`src/rtl/rps_pkg.sv`:
```
package rps_pkg;
  localparam int MINT_N = 3;
  localparam int SRC_W  = $clog2(MINT_N + 1);

  typedef enum logic {BUS_IDLE = 1'b0, BUS_GRANT = 1'b1} busState_t;

  typedef struct packed {
    logic             take;
    logic [SRC_W-1:0] src;
    logic             haltGo;
  } ctlStrobe_t;
endpackage

```
`src/rtl/rps_ctrl.sv`:
```
module rps_ctrl
  import rps_pkg::*;
(
  input  logic              clk,
  input  logic              rstN,
  input  logic              busReqN,
  input  logic [MINT_N-1:0] mintN,
  input  logic              waitN,
  input  logic              mcEnd,
  input  logic              insEnd,
  input  logic              haltIns,
  input  logic              ieFlag,
  input  logic              nmiPend,
  input  logic              halted,
  output ctlStrobe_t        strobe,
  output logic              busAckN,
  output logic              busOe,
  output logic              waitStall
);
  busState_t state;
  logic idle, mcBound, insBound, busWin;
  logic pickValid;
  logic [SRC_W-1:0] pickSrc;

  assign idle     = (state == BUS_IDLE);
  assign mcBound  = ((mcEnd | insEnd) & waitN) | halted;
  assign insBound = (insEnd & waitN) | halted;
  assign busWin   = idle & ~busReqN & mcBound;

  // pending NMI first, then the lowest-numbered enabled maskable line
  always_comb begin
    pickValid = 1'b0;
    pickSrc   = '0;
    if (nmiPend) begin
      pickValid = 1'b1;
    end else if (ieFlag) begin
      for (int i = MINT_N - 1; i >= 0; i--) begin
        if (!mintN[i]) begin
          pickValid = 1'b1;
          pickSrc   = SRC_W'(i + 1);
        end
      end
    end
  end

  always_comb begin
    strobe.take   = idle & insBound & ~busWin & pickValid;
    strobe.src    = pickSrc;
    strobe.haltGo = idle & insEnd & waitN & haltIns & ~halted &
                    ~(insBound & ~busWin & pickValid);
  end

  always_ff @(posedge clk or negedge rstN) begin
    if (!rstN) begin
      state <= BUS_IDLE;
    end else begin
      case (state)
        BUS_IDLE:  if (busWin)  state <= BUS_GRANT;
        BUS_GRANT: if (busReqN) state <= BUS_IDLE;
        default:   state <= BUS_IDLE;
      endcase
    end
  end

  assign busAckN   = ~(state == BUS_GRANT);
  assign busOe     = idle;
  assign waitStall = ~waitN & idle;


  grant_after_req_chk: assert property (@(posedge clk) disable iff (!rstN)
    $fell(busAckN) |-> $past(!busReqN));


  release_next_cycle_chk: assert property (@(posedge clk) disable iff (!rstN)
    (!busAckN && busReqN) |=> busAckN);
endmodule

```
`src/rtl/rps_dp.sv`:
```
module rps_dp
  import rps_pkg::*;
(
  input  logic             clk,
  input  logic             rstN,
  input  ctlStrobe_t       strobe,
  input  logic             nmiN,
  input  logic             ieSet,
  input  logic             ieClr,
  input  logic             nmiRet,
  output logic             ieFlag,
  output logic             nmiPend,
  output logic             halted,
  output logic             ackValid,
  output logic [SRC_W-1:0] ackSrc,
  output logic             ackM1N,
  output logic             ackIorqN
);
  logic nmiPrev, ieSaved, takeNmi, takeLine0;

  assign takeNmi   = strobe.take & (strobe.src == '0);
  assign takeLine0 = strobe.take & (strobe.src == SRC_W'(1));

  always_ff @(posedge clk or negedge rstN) begin
    if (!rstN) begin
      nmiPrev  <= 1'b1;
      nmiPend  <= 1'b0;
      ieFlag   <= 1'b0;
      ieSaved  <= 1'b0;
      halted   <= 1'b0;
      ackValid <= 1'b0;
      ackSrc   <= '0;
      ackM1N   <= 1'b1;
      ackIorqN <= 1'b1;
    end else begin
      nmiPrev <= nmiN;
      if (nmiPrev && !nmiN) nmiPend <= 1'b1;
      else if (takeNmi)     nmiPend <= 1'b0;

      if (strobe.take)  ieFlag <= 1'b0;
      else if (nmiRet)  ieFlag <= ieSaved;
      else if (ieSet)   ieFlag <= 1'b1;
      else if (ieClr)   ieFlag <= 1'b0;

      if (takeNmi) ieSaved <= ieFlag;

      if (strobe.take)        halted <= 1'b0;
      else if (strobe.haltGo) halted <= 1'b1;

      ackValid <= strobe.take;
      if (strobe.take) ackSrc <= strobe.src;
      ackM1N   <= ~takeLine0;
      ackIorqN <= ~takeLine0;
    end
  end


  mask_needs_ie_chk: assert property (@(posedge clk) disable iff (!rstN)
    (ackValid && ackSrc != '0) |-> $past(ieFlag));


  ack_clears_ie_chk: assert property (@(posedge clk) disable iff (!rstN)
    ackValid |-> !ieFlag);


  upper_ack_quiet_chk: assert property (@(posedge clk) disable iff (!rstN)
    (ackValid && ackSrc > SRC_W'(1)) |-> (ackM1N && ackIorqN));


  wake_on_ack_chk: assert property (@(posedge clk) disable iff (!rstN)
    $fell(halted) |-> ackValid);
endmodule

```
`src/rtl/req_priority_seq.sv`:
```
module req_priority_seq
  import rps_pkg::*;
(
  input  logic              clk,
  input  logic              rstN,
  input  logic              busReqN,
  input  logic              nmiN,
  input  logic [MINT_N-1:0] mintN,
  input  logic              waitN,
  input  logic              mcEnd,
  input  logic              insEnd,
  input  logic              haltIns,
  input  logic              ieSet,
  input  logic              ieClr,
  input  logic              nmiRet,
  output logic              busAckN,
  output logic              busOe,
  output logic              haltN,
  output logic              waitStall,
  output logic              ackValid,
  output logic [SRC_W-1:0]  ackSrc,
  output logic              ackM1N,
  output logic              ackIorqN,
  output logic              ieFlag
);
  ctlStrobe_t strobe;
  logic nmiPend, halted;

  rps_ctrl i_ctrl (
    .clk(clk), .rstN(rstN), .busReqN(busReqN), .mintN(mintN), .waitN(waitN),
    .mcEnd(mcEnd), .insEnd(insEnd), .haltIns(haltIns), .ieFlag(ieFlag),
    .nmiPend(nmiPend), .halted(halted), .strobe(strobe), .busAckN(busAckN),
    .busOe(busOe), .waitStall(waitStall)
  );

  rps_dp i_dp (
    .clk(clk), .rstN(rstN), .strobe(strobe), .nmiN(nmiN), .ieSet(ieSet),
    .ieClr(ieClr), .nmiRet(nmiRet), .ieFlag(ieFlag), .nmiPend(nmiPend),
    .halted(halted), .ackValid(ackValid), .ackSrc(ackSrc), .ackM1N(ackM1N),
    .ackIorqN(ackIorqN)
  );

  assign haltN = ~halted;


  no_ack_while_granted_chk: assert property (@(posedge clk) disable iff (!rstN)
    !busAckN |-> !ackValid);
endmodule

```
`config.mk`:
```
export PLATFORM = sky130hd
export DESIGN_NAME = req_priority_seq
export DESIGN_NICKNAME = d
export VERILOG_FILES = /design/src/rtl/rps_pkg.sv /design/src/rtl/rps_ctrl.sv /design/src/rtl/rps_dp.sv /design/src/rtl/req_priority_seq.sv
export SDC_FILE = /design/constraint.sdc
export NUM_CORES = 1
export LEC_CHECK = 0
export ABC_AREA = 1
export CAP_MARGIN = 30
export CORE_AREA = 10 10 47 49
export CTS_CLUSTER_DIAMETER = 40
export DETAILED_ROUTE_END_ITERATION = 10
export DIE_AREA = 0 0 57 59
export PLACE_DENSITY = 0.72
export SETUP_SLACK_MARGIN = 0.2
export SYNTH_ARGS = -nofsm -noshare
export SYNTH_HDL_FRONTEND = slang
export SYNTH_SLANG_ARGS = --single-unit
export TNS_END_PERCENT = 20
```
`constraint.sdc`:
```
create_clock -name clk -period 1.35 [get_ports clk]
set_input_delay 0.135 -clock clk [delete_from_list [all_inputs] [get_ports clk]]
set_output_delay 0.135 -clock clk [all_outputs]
set_load 0.01 [all_outputs]
```
-- Word level (Yosys, flattened, before mapping)
Cells that the tools add are included.
- word-level logic and storage cells: 64
- register bits after elaboration: 10
- input bits: 14
- output and inout bits: 10
- reductions and logical operators: 6
- eq/ne operators: 1
- bitwise gates (word level): 27
- muxes and demuxes: 21
- operators by type and width (operator ; number):
    bitwise AND 1 bit ; 17
    2-to-1 mux 1 bit ; 15
    2-to-1 mux 2 bit ; 5
    inverter 1 bit ; 7
    nonzero test 2 bit ; 2
    nonzero test 4 bit ; 1
    bitwise OR 1 bit ; 3
    equality test 2 x 1 -> 1 bit, second input constant ; 1
    logical NOT 2 bit ; 1
    case mux 1 bit (2 select lines) ; 1
    logical AND 1 bit ; 1
    logical NOT 1 bit ; 1

-- Depth between registers and ports, before layout
Gate-level depths: netlist of the first run.
- word-level depth: 11
- depth in mapped cells: 6
- mapped depth without buffers: 6

-- By module
From an unflattened synthesis of the first run, not the netlist that was laid out.
- cell total of the unflattened synthesis: 63
- area total of the unflattened synthesis: 484.2 sq um
- by module, submodules not included (module ; area an instance (sq um) ; times used ; cells an instance):
    rps_dp ; 344.1 ; 1 ; 37
    rps_ctrl ; 136.4 ; 1 ; 25
    req_priority_seq ; 3.8 ; 1 ; 1

-- Least setup slack after synthesis of the first run
Ideal clock, no wire load.
- kind: register to register
- from: register i_ctrl.state
- to: register i_dp.ackSrc[0]
- arrival: 0.901 ns
- required time: 1.233 ns
- slack: 0.333 ns
- cell stages (with the launch flop): 7
- period minus slack after synthesis: 1.017 ns
- library setup time: 0.117 ns
- cells stage by stage: dfrtp_1 -> inv_2 -> nand2_2 -> a21oi_4 -> nand2_2 -> nand2_1 -> nand2_1
- cells in the longest elaborated chain, start to end: 6
- elaborated cells on any way between the ends: 7
- those cells by class: 7 x bitwise
- ends and longest elaborated chain (item ; line ; source):
    start, declared ; rps_ctrl.sv:20 ; busState_t state;
    start signal, assigned ; rps_ctrl.sv:55 ; state <= BUS_IDLE;
    start signal, assigned ; rps_ctrl.sv:58 ; BUS_IDLE: if (busWin) state <= BUS_GRANT;
    start signal, assigned ; rps_ctrl.sv:59 ; BUS_GRANT: if (busReqN) state <= BUS_IDLE;
    inverter 1 bit * ; n/a ;
    named net busAckN ; req_priority_seq.sv:16 ; output logic busAckN,
    bitwise AND 1 bit (2 in a row) ; rps_ctrl.sv:28 ; assign busWin = idle & ~busReqN & mcBound;
    inverter 1 bit ; rps_ctrl.sv:47 ; strobe.take = idle & insBound & ~busWin & pickValid;
    bitwise AND 1 bit * (2 in a row) ; rps_ctrl.sv:47 ;
    end signal, assigned ; rps_dp.sv:51 ; if (strobe.take) ackSrc <= strobe.src;
    end, declared ; rps_dp.sv:15 ; output logic [SRC_W-1:0] ackSrc,
Mark *: on every way through the listed nets, which the timed path passes. The rest lies on a longest branch.
A chain may end at the register's enable or synchronous reset.

-- Worst setup path in the final report of the first run
- from: register i_dp.ackValid
- to: output ackValid
- RTL lines (item ; line ; source):
    start, declared ; rps_dp.sv:14 ; output logic ackValid,
    start signal, assigned ; rps_dp.sv:50 ; ackValid <= strobe.take;
    end, declared ; req_priority_seq.sv:20 ; output logic ackValid,
No word-level cell between the ends.

==> flow_summary.yaml, run 1 <==
route:
  viasPerCell: 4.66
  drt_pass1_iterations: 4
  routedWlPerCell_um: 11.9
  drcViolationCount: 0
  drt_iter0_markers: 5
  drt-total-wl_um: 1150
  num_vias: 452
  postRouteAntennaNets: 0
yosys:
  synth_area_leaders: "dfrtp_1, dfstp_2, nand2_1"
  synth_cell_types: 16
  synth_cells: 55
  synthMuxAreaShare_pct: 0
  synth_top_cell_by_area: "dfrtp_1"
  syn_area_per_cell_um2: 8.55
  yosys.area_share.simple_pct: 24.7
  synth_fa_ha_area_share_pct: 0
  yosysSeqAreaShare_pct: 53.7
  synthXorXnorAreaFrac_pct: 0
  syn_nets: 69
  synth_area_um2: 470
  synth_top_family_by_area: "simple AND/OR/NAND/NOR gates"
  synth-compound-area-share_pct: 12.0
  synth_warnings: 0
  yosysTopAreaCellShare_pct: 42.6
  ys_seq_elements: 10
clocking:
  clk_pin_slew_ns: 0.06
  clockRootBuffer: "clkbuf_4"
  cts.path.max_buffers: 2
  ctsHtreeMaxLevel: 1
  cts_inserted_buffers: 3
  clk_latency_ns: 0.26
  cts_tree: "built"
  cts.sinks: 10
power:
  p_per_area_mw_per_mm2: 1370
  power.share.clock_pct: 21.2
  p_leak_nw: 0.380
  netSwitchingPower_w: 0.000332
  peakVddDrop_mv: 0.661
  power.internal_w: 0.000670
  power_w: 0.00100
  sw_frac_of_total_pct: 33.2
  seqPwrFrac_pct: 41.6
  pwr-share-comb_pct: 37.2
placed_design:
  place_hpwl_um: 944
  dp.cells: 92
  gp_congestion: 0.793
  io_buffers: 23
  pre_cts_ws_ns: -0.0306
timing:
  rsz0062_at_grt: "true"
  hold_viol_final: 0
  fin_crit_sh_pct: 91.7
  worst_slack_ns: 0.112
  skew_ns: 0.00124
  drv_slew: 0
  worstMarginPinSlew_ns: 0.443
  min_period_ns: 1.24
  max_freq_ghz: 0.808
  setup_violations: 0
  relSlewSlack_pct: 70.4
setup_path:
  cpLargestDelayFamily: "buffers and inverters"
  timing_worst_setup_path_type: "reg2out"
  path_cells: "clkdlybuf4s50_1"
  cp-start-kind: "register"
  worstPathMaxFanout: 1
  cp-end-kind: "primary output"
  cpPeakStageDelay_ns: 0.53
  cp.arrival_ns: 1.10
  cp_data_required_time_ns: 1.22
  crit_buf_inv: 1
  crit_slowest_cell: "clkdlybuf4s50_1"
finish:
  area_growth_syn_to_layout_pct: 55.6
  diodes: 0
  drive_gt1_share_pct: 16.0
  final_cells: 97
  nets: 96
floorplanning:
  ios: 24
  core_mm2: 0.00140
  initial_core_util_pct: 33.6
  die_w_um: 57
  die_area_mm2: 0.00336
  die_y_um: 59
  rows: 14
run:
  maxCapViolations: 0
min_path:
  hp-class: "in2async"
grt:
  grt_first_pass_wirelength_um: 2060
  antenna_found_initial: 0
  grt_pass1_vias: 454
  grt_max_degree: 11
  track_usage_pct: 7.78
  gr-total-overflow: 0
status:
  outcome: "finished clean"
-- flip-flops by register name (all words and copies together), names as in the netlist --
register	count
i_dp.nmiPend	1
i_dp.ackValid	1
i_dp.ackSrc	2
i_dp.halted	1
i_dp.ieFlag	1
i_dp.nmiPrev	1
i_dp.ieSaved	1
i_dp.ackM1N	1
i_ctrl.state	1
-- what timing repair did --
item | in CTS | in global routing
buffers inserted | 1 | 0
gates resized for setup | 10 | 2
pin swaps | 0 | 0
hold buffers | 0 | 0
endpoints found under the setup margin | 10 | 12
-- metal layers --
metal,vias to the layer above,wire length [um],GRT usage (%)
li1,225,-,-
met1,207,482,7.48
met2,20,543,12.7
met3,0,126,4.94
met4,0,0,4.03
met5,-,0,0
-- through the flow --
stage                     TNS [ns]  area, um2  util [%]  hold WS, ns
after floorplan                  0        470         -       -0.161
after CTS                        0        727      51.9        0.193
after detailed placement   -0.0306        706      50.4        0.463
after global routing             0        732      52.2        0.215
final                            0        732      52.2        0.184
after global placement    -0.00584        706      50.4        0.456
-- cell type report --
| type | instances | area (um2) |
|---|---|---|
| timing repair buffer | 24 | 230 |
| multi-input combinational | 35 | 173 |
| tap | 16 | 20.0 |
| sequential | 10 | 253 |
| clock buffer | 4 | 26.3 |
| inverter | 8 | 30.0 |
| fill | 146 | 669 |
-- placed cells by master, fill, tap and decap left out --
cell type        instances
a21oi_1                  2
a21oi_4                  1
a31oi_1                  1
buf_2                    1
buf_4                    1
clkbuf_1                 1
clkbuf_4                 3
clkdlybuf4s50_1         14
dfrtp_1                  8
dfstp_2                  2
dlygate4sd2_1            6
dlymetal6s2s_1           2
inv_1                    6
inv_2                    2
nand2_1                 14
nand2_2                  3
nand3_1                  4
nand4_1                  1
nor2_1                   5
o21a_1                   1
o21ai_0                  2
o22ai_1                  1
-- worst reg2reg max path: stages (launching register included) --
cell,delay [ns]
dfrtp_1,0.40
inv_2,0.08
nand2_2,0.06
a21oi_4,0.21
nand2_2,0.11
inv_2,0.08
nor2_1,0.04
-- synthesized netlist by cell type, drive strengths merged --
master,number
o21ai,2
buf,2
o22ai,1
nand4,1
o21a,1
nand2,17
nand3,4
inv,8
dfrtp,8
a31oi,1
dfstp,2
nor2,5
a21oi,3
-- worst paths after layout --
| path | from | endpoint | slack, ns | cells after the start |
|---|---|---|---|---|
| max | i_dp.ackValid | ackValid | 0.11 | 1 |
| min | rstN | i_dp.nmiPend | 0.18 | 1 |
| max reg2reg | i_ctrl.state | i_dp.ieFlag | 0.27 | 6 |
| min reg2reg | i_dp.ieSaved | i_dp.ieSaved | 0.47 | 2 |
| max in group asynchronous | rstN | i_dp.ackM1N | 0.83 | 1 |
| min in group clk | nmiN | i_dp.nmiPrev | 0.30 | 1 |
-- power by group through the flow --
stage / Clock, W / Combinational (W) / Sequential [W]
finish: 0.000212 / 0.000373 / 0.000417
floorplan: 0 / 0.000182 / 0.000436
global placement: 0 / 0.000385 / 0.000429
CTS: 0.000223 / 0.000385 / 0.000419
detailed placement: 0 / 0.000390 / 0.000432
global route: 0.000234 / 0.000420 / 0.000429
-- logic make-up (layout without fill, tap and decap cells) --
kind of cell,after synthesis,after routing
buffers and inverters,10,36
flip-flops,10,10
AND/OR/NAND/NOR,27,27
AO/OA/AOI/OAI,8,8
(Power assumes the default switching activity.)
==> run 2, diff against run 1 <==
--- a/config.mk
+++ b/config.mk
@@ -6,6 +6,7 @@
 export NUM_CORES = 1
 export LEC_CHECK = 0
 export ABC_AREA = 1
+export ABC_CLOCK_PERIOD_IN_PS = 1350
 export CAP_MARGIN = 30
 export CORE_AREA = 10 10 47 49
 export CTS_CLUSTER_DIAMETER = 40
==> results of run 2 <==
Same layout as run 1: the final DEF is identical, and so are final timing and power.
